$ cat config.mk
export PLATFORM = sky130hd
export DESIGN_NAME = clk_alarm_irq_cap
export DESIGN_NICKNAME = d
export VERILOG_FILES = /design/src/rtl/clk_alarm_pkg.sv /design/src/rtl/alarm_sync.sv /design/src/rtl/alarm_edge_cap.sv /design/src/rtl/alarm_regport.sv /design/src/rtl/clk_alarm_irq_cap.sv
export SDC_FILE = /design/constraint.sdc
export NUM_CORES = 1
export LEC_CHECK = 0
export ABC_AREA = 1
export BUFFER_PORTS_ARGS = -buffer_cell sky130_fd_sc_hd__buf_2
export CORE_ASPECT_RATIO = 1.5
export CORE_MARGIN = 2
export CORE_UTILIZATION = 30
export CTS_CLUSTER_DIAMETER = 40
export DETAILED_ROUTE_END_ITERATION = 8
export GPL_ROUTABILITY_DRIVEN = 0
export GPL_TIMING_DRIVEN = 0
export SLEW_MARGIN = 5
export SYNTH_ARGS = -nofsm -noshare
export SYNTH_HDL_FRONTEND = slang
export SYNTH_HIERARCHICAL = 1
export SYNTH_SLANG_ARGS = --single-unit
$ cat constraint.sdc
create_clock -name clk -period 1.1 [get_ports clk]
set_input_delay 0.055 -clock clk [delete_from_list [all_inputs] [get_ports clk]]
set_output_delay 0.055 -clock clk [all_outputs]
set_load 0.005 [all_outputs]
$ cat src/rtl/clk_alarm_pkg.sv
package clk_alarm_pkg;
   localparam int NUM_ALARMS = 4;
   localparam int DATA_W     = 8;
   localparam int ADDR_W     = 3;

   // alarm index inside the status vector
   localparam int AL_PRI  = 0;
   localparam int AL_SEC  = 1;
   localparam int AL_HOLD = 2;
   localparam int AL_UNLK = 3;

   typedef enum logic [ADDR_W-1:0] {
      OFS_NONE0 = 3'd0,
      OFS_REF   = 3'd1,
      OFS_LIVE  = 3'd2,
      OFS_NONE3 = 3'd3,
      OFS_MASK  = 3'd4,
      OFS_VER   = 3'd5,
      OFS_CAUSE = 3'd6,
      OFS_LINE  = 3'd7
   } reg_ofs_e;

   localparam int REF_BIT = 3;
endpackage

$ cat src/rtl/alarm_sync.sv
module alarm_sync #(
   parameter int W      = 5,
   parameter int STAGES = 2
) (
   input  logic         clk,
   input  logic         rst_n,
   input  logic [W-1:0] d_i,
   output logic [W-1:0] q_o
);
   if (STAGES < 2) begin : g_bad_stages
      $error("alarm_sync: STAGES must be at least 2");
   end
   if (W < 1) begin : g_bad_w
      $error("alarm_sync: W must be positive");
   end

   logic [W-1:0] chain [STAGES];

   for (genvar s = 0; s < STAGES; s++) begin : g_stage
      if (s == 0) begin : g_first
         always_ff @(posedge clk or negedge rst_n) begin
            if (!rst_n) chain[s] <= '0;
            else        chain[s] <= d_i;
         end
      end else begin : g_next
         always_ff @(posedge clk or negedge rst_n) begin
            if (!rst_n) chain[s] <= '0;
            else        chain[s] <= chain[s-1];
         end
      end
   end

   assign q_o = chain[STAGES-1];
endmodule

$ cat src/rtl/alarm_edge_cap.sv
module alarm_edge_cap #(
   parameter int N = 4
) (
   input  logic           clk,
   input  logic           rst_n,
   input  logic [N-1:0]   lvl_i,
   input  logic           clr_i,
   output logic [2*N-1:0] cause_o
);
   localparam int CW = 2 * N;

   if (N < 1) begin : g_bad_n
      $error("alarm_edge_cap: N must be positive");
   end

   logic [N-1:0]  prev_q;
   logic [CW-1:0] set_vec;
   logic [CW-1:0] cause_q;

   always_ff @(posedge clk or negedge rst_n) begin
      if (!rst_n) prev_q <= '0;
      else        prev_q <= lvl_i;
   end

   for (genvar k = 0; k < N; k++) begin : g_edge
      assign set_vec[2*k]   =  lvl_i[k] & ~prev_q[k];
      assign set_vec[2*k+1] = ~lvl_i[k] &  prev_q[k];
   end

   // clear first, then merge new events so none are lost
   always_ff @(posedge clk or negedge rst_n) begin
      if (!rst_n)     cause_q <= '0;
      else if (clr_i) cause_q <= set_vec;
      else            cause_q <= cause_q | set_vec;
   end

   assign cause_o = cause_q;


   clear_no_loss_chk: assert property (@(posedge clk) disable iff (!rst_n)
      (clr_i && (set_vec != '0)) |=> ((cause_q & $past(set_vec)) == $past(set_vec)));

   sticky_chk: assert property (@(posedge clk) disable iff (!rst_n)
      !clr_i |=> ((cause_q & $past(cause_q)) == $past(cause_q)));

   clear_chk: assert property (@(posedge clk) disable iff (!rst_n)
      (clr_i && (set_vec == '0)) |=> (cause_q == '0));
endmodule

$ cat src/rtl/alarm_regport.sv
module alarm_regport
   import clk_alarm_pkg::*;
#(
   parameter logic [DATA_W-1:0] VERSION  = 8'h21,
   parameter logic [3:0]        IRQ_LINE = 4'h5
) (
   input  logic                  clk,
   input  logic                  rst_n,
   input  logic [ADDR_W-1:0]     addr_i,
   input  logic                  wr_i,
   input  logic                  rd_i,
   input  logic [DATA_W-1:0]     wdata_i,
   input  logic [DATA_W-1:0]     cause_i,
   input  logic [NUM_ALARMS-1:0] live_i,
   input  logic                  ref_i,
   output logic                  clr_o,
   output logic [DATA_W-1:0]     rdata_o,
   output logic                  irq_o
);
   if (IRQ_LINE == 4'hF) begin : g_bad_line
      $error("alarm_regport: IRQ_LINE 0xF is reserved for absent hardware");
   end

   reg_ofs_e          ofs;
   logic [DATA_W-1:0] mask_q;
   logic [DATA_W-1:0] rd_mux;
   logic [DATA_W-1:0] live_byte;
   logic [DATA_W-1:0] rdata_q;

   assign ofs = reg_ofs_e'(addr_i);

   // live alarms in the upper nibble, primary at the top
   always_comb begin
      live_byte = '0;
      for (int k = 0; k < NUM_ALARMS; k++)
         live_byte[DATA_W-1-k] = live_i[k];
   end

   always_comb begin
      rd_mux = '0;
      unique case (ofs)
         OFS_REF:   rd_mux[REF_BIT] = ref_i;
         OFS_LIVE:  rd_mux = live_byte;
         OFS_MASK:  rd_mux = mask_q;
         OFS_VER:   rd_mux = VERSION;
         OFS_CAUSE: rd_mux = cause_i;
         OFS_LINE:  rd_mux = {4'h0, IRQ_LINE};
         default:   rd_mux = '0;
      endcase
   end

   always_ff @(posedge clk or negedge rst_n) begin
      if (!rst_n)                      mask_q <= '0;
      else if (wr_i && ofs == OFS_MASK) mask_q <= wdata_i;
   end

   always_ff @(posedge clk or negedge rst_n) begin
      if (!rst_n)    rdata_q <= '0;
      else if (rd_i) rdata_q <= rd_mux;
   end

   assign clr_o   = rd_i && (ofs == OFS_CAUSE);
   assign rdata_o = rdata_q;
   assign irq_o   = |(cause_i & mask_q);


   irq_mask_chk: assert property (@(posedge clk) disable iff (!rst_n)
      (mask_q == '0) |-> !irq_o);

   version_rd_chk: assert property (@(posedge clk) disable iff (!rst_n)
      (rd_i && ofs == OFS_VER) |=> (rdata_o == VERSION));

   line_rd_chk: assert property (@(posedge clk) disable iff (!rst_n)
      (rd_i && ofs == OFS_LINE) |=> (rdata_o[7:4] == 4'h0));
endmodule

$ cat src/rtl/clk_alarm_irq_cap.sv
module clk_alarm_irq_cap
   import clk_alarm_pkg::*;
#(
   parameter int          SYNC_STAGES = 2,
   parameter logic [7:0]  VERSION     = 8'h21,
   parameter logic [3:0]  IRQ_LINE    = 4'h5
) (
   input  logic       clk,
   input  logic       rst_n,
   input  logic       los_pri_i,
   input  logic       los_sec_i,
   input  logic       holdover_i,
   input  logic       unlock_i,
   input  logic       ref_sel_i,
   input  logic [2:0] addr_i,
   input  logic       wr_i,
   input  logic       rd_i,
   input  logic [7:0] wdata_i,
   output logic [7:0] rdata_o,
   output logic       irq_o
);
   localparam int SYNC_W = NUM_ALARMS + 1;

   if (2 * NUM_ALARMS != DATA_W) begin : g_bad_width
      $error("clk_alarm_irq_cap: cause register must hold two bits per alarm");
   end

   logic [SYNC_W-1:0]     raw_in;
   logic [SYNC_W-1:0]     sync_q;
   logic [NUM_ALARMS-1:0] live;
   logic [DATA_W-1:0]     cause;
   logic                  clr;

   always_comb begin
      raw_in          = '0;
      raw_in[AL_PRI]  = los_pri_i;
      raw_in[AL_SEC]  = los_sec_i;
      raw_in[AL_HOLD] = holdover_i;
      raw_in[AL_UNLK] = unlock_i;
      raw_in[NUM_ALARMS] = ref_sel_i;
   end

   alarm_sync #(.W(SYNC_W), .STAGES(SYNC_STAGES)) u_sync (
      .clk   (clk),
      .rst_n (rst_n),
      .d_i   (raw_in),
      .q_o   (sync_q)
   );

   assign live = sync_q[NUM_ALARMS-1:0];

   alarm_edge_cap #(.N(NUM_ALARMS)) u_cap (
      .clk     (clk),
      .rst_n   (rst_n),
      .lvl_i   (live),
      .clr_i   (clr),
      .cause_o (cause)
   );

   alarm_regport #(.VERSION(VERSION), .IRQ_LINE(IRQ_LINE)) u_regs (
      .clk     (clk),
      .rst_n   (rst_n),
      .addr_i  (addr_i),
      .wr_i    (wr_i),
      .rd_i    (rd_i),
      .wdata_i (wdata_i),
      .cause_i (cause),
      .live_i  (live),
      .ref_i   (sync_q[NUM_ALARMS]),
      .clr_o   (clr),
      .rdata_o (rdata_o),
      .irq_o   (irq_o)
   );


   reset_quiet_chk: assert property (@(posedge clk) disable iff (!rst_n)
      $rose(irq_o) |-> (cause != '0));
endmodule

==> impl_metrics.yaml <==
sta:
  maxSlewHeadroom_pct: 65.0
  hold_violations: 0
  fin_skew_ps: 8.03
  period_minus_slack_ps: 1270
  final_max_slew_viol_count: 0
  grt_setup_unrepaired: "true"
  worstMarginPinSlew_ps: 525
  worst_slack_ps: -167
  max_freq_mhz: 789
  setup_viol: 1
  period_share_pct: 115
setup_path:
  timing.rr.end: "u_regs/rdata_o[5]"
  crit_type: "register to output pin"
  required_ps: 1040
  ff2ff_path_depth: 5
  cp-start-kind: "register"
  cp.arrival_ps: 1210
  critical_path.max_fanout: 2
  cp-endpoint: "irq_o"
  r2r-start: "u_sync/q_o[2]"
  end_kind: "output pin"
  reg2reg_setup_slack_ps: 170
  crit_path_start: "u_cap/cause_o[0]"
logic_synthesis:
  ys_warn_count: 6
  synth_compound_area_share_pct: 5.64
  postSynthAreaPerCell_um2: 9.05
  yosys.area_share.xor_xnor_pct: 0
  ys_seq_area_share_pct: 58.7
  synthAdderAreaFrac_pct: 0
  synth-seq-cells: 38
  synthCells: 179
  muxShareOfSynthArea_pct: 0
  synthSimpleGateAreaFrac_pct: 26.6
  syn-num-nets: 199
  synth_top_family_by_area: "simple AND/OR/NAND/NOR gates"
  synth.cell_area_um2: 1620
  synth.distinct_cells: 20
route:
  post_drt_wl_per_cell_um: 11.4
  vias: 1227
  wl_met1_mm: 1.35
  routed.top_layer: "met4"
  drt_iter0_markers: 32
  wirelength_mm: 3.33
  wl_met2_mm: 1.75
  route.met3.wl_um: 142
  final_antenna_net_count: 0
  firstDrtPassIters: 5
  vias_per_cell: 4.19
  drc: 0
grt:
  antenna_found_initial: 0
  grt_pass1_vias: 1238
  grt_pass1_wl_mm: 5.69
  grt_max_degree: 39
  grt_overflow_total: 0
  track_usage_pct: 12.7
floorplan:
  rows: 32
  die_h_um: 94.0
  io-pin-count: 29
  fp.dieW_um: 64.0
  start_util_pct: 31.4
  core_um2: 5160
  die-area_um2: 6020
power:
  leakage_nw: 1.09
  peakVddDrop_uv: 873
  power_density_nw_per_um2: 1470
cells_and_area:
  final_nets: 244
  fin_area_um2: 2050
  drive_above_1_share_pct: 24.9
  syn_to_final_growth_pct: 26.5
  finalCoreUtilization_pct: 39.7
  antenna_cells: 0
placed_design:
  dpl-instance-area_um2: 1840
  io_buffers: 26
  place.detailed.hpwl_mm: 2.35
min_path:
  min_from: "wdata_i[2]"
  hold_class: "input port to register"
job:
  maxCapViolCount: 0
clock_tree:
  cts_max_path_buffers: 2
  ctsRootBufferMaster: "clkbuf_8"
  clock_latency_ps: 290
  clkSinkCount: 38
  cts_buffers: 5
  cts_tree: "yes"
  cts.htree.levels: 2
  clk_pin_slew_ps: 70
outcome:
  violations: "negative setup slack"
  outcome: "finished, violations left"
-- stage by stage --
stage               std cells  worst slack [ps]  hold WS, ps  setup TNS [ps]  total power, W
global placement          273               110          163               0         0.00203
finish                    293              -167         6.94            -167         0.00302
global route              293              -243         12.8            -243         0.00321
detailed placement        273               105          164               0         0.00204
CTS                       293              -185        0.454            -185         0.00309
floorplan                 179               239         -241               0         0.00187
-- report_power, final --
part	switching, W	leakage (nW)	internal, W
clock	0.000470	0.0482	0.000505
combinational	0.000226	0.597	0.000208
sequential	0.0000802	0.440	0.00153
total	0.000775	1.09	0.00225
-- cells in the final DEF, fill, tap and decap left out, drive strengths merged --
| cell | count |
|---|---|
| nand2 | 77 |
| nand3 | 11 |
| o21ai | 4 |
| o22ai | 1 |
| dlygate4sd3 | 11 |
| inv | 16 |
| dfrtp | 38 |
| clkbuf | 8 |
| nor2 | 11 |
| a21oi | 4 |
| buf | 35 |
| clkinv | 2 |
| o21bai | 1 |
| a22o | 3 |
| nand4 | 3 |
-- synth_stat cells --
master / instances / share of area, %
nand2_1: 74 / 17
dfrtp_1: 38 / 59
inv_1: 14 / 3.2
nand3_1: 11 / 3.4
nor2_1: 7 / 1.6
buf_4: 5 / 2.3
buf_6: 4 / 2.8
a21oi_2: 3 / 1.6
a22o_1: 3 / 1.6
nand2_2: 3 / 1.2
nand4_1: 3 / 1.2
o21ai_0: 3 / 0.93
inv_2: 2 / 0.46
nor2_2: 2 / 0.77
nor2_4: 2 / 1.4
a21oi_1: 1 / 0.31
clkinv_1: 1 / 0.23
o21ai_1: 1 / 0.31
o21bai_1: 1 / 0.46
o22ai_1: 1 / 0.39
-- routing by layer --
layer  vias up  track usage, %
li1        640               -
met1       551            13.7
met4         0            7.07
met2        28            22.1
met5         -               0
met3         8            3.24
-- layout make-up --
type,instances,area [um^2]
Buffer,9,82.6
Clock buffer,7,86.3
Clock inverter,1,5.00
Fill cell,529,3120
Inverter,17,63.8
Multi-Input combinational cell,115,526
Sequential cell,38,951
Tap cell,68,85.1
Timing Repair Buffer,38,250
-- sequential cells by signal (all words and copies together) (netlist names) --
signal,count
u_cap/prev_q,4
u_cap/cause_o,8
u_sync/chain,5
u_sync/q_o,5
u_regs/mask_q,8
u_regs/rdata_o,8
-- worst max-delay path, cell delays in order, from the launching register on --
cell and delay [ps]:
dfrtp_1 350, inv_1 50, o21ai_0 260, nor2_1 80
nand2_1 70, buf_2 100
-- cell families (layout without fill, tap and decap cells) --
group | count (synthesis) | after routing
compound gates | 13 | 13
buf+inv | 26 | 72
flops | 38 | 38
simple gates | 102 | 102
-- worst min path at each step --
stage	to	slack, ps	cells past startpoint
3_3_place_gp	u_sync/chain[8]	160	1
4_1_cts	u_regs/mask_q[2]	0.5	3
5_1_grt	u_regs/mask_q[1]	10	3
6_report	u_regs/mask_q[2]	7	3
3_5_place_dp	u_sync/chain[6]	160	1
2_1_floorplan	u_cap/cause_o[0]	-240	0
-- timing repair --
item,in CTS,in global routing
setup endpoints to repair,1,47
setup buffers,1,0
hold buffers,11,0
pin swaps,0,1
gates resized for setup,0,2
hold endpoints to repair,51,0
Power figures use the tool's default switching activity.
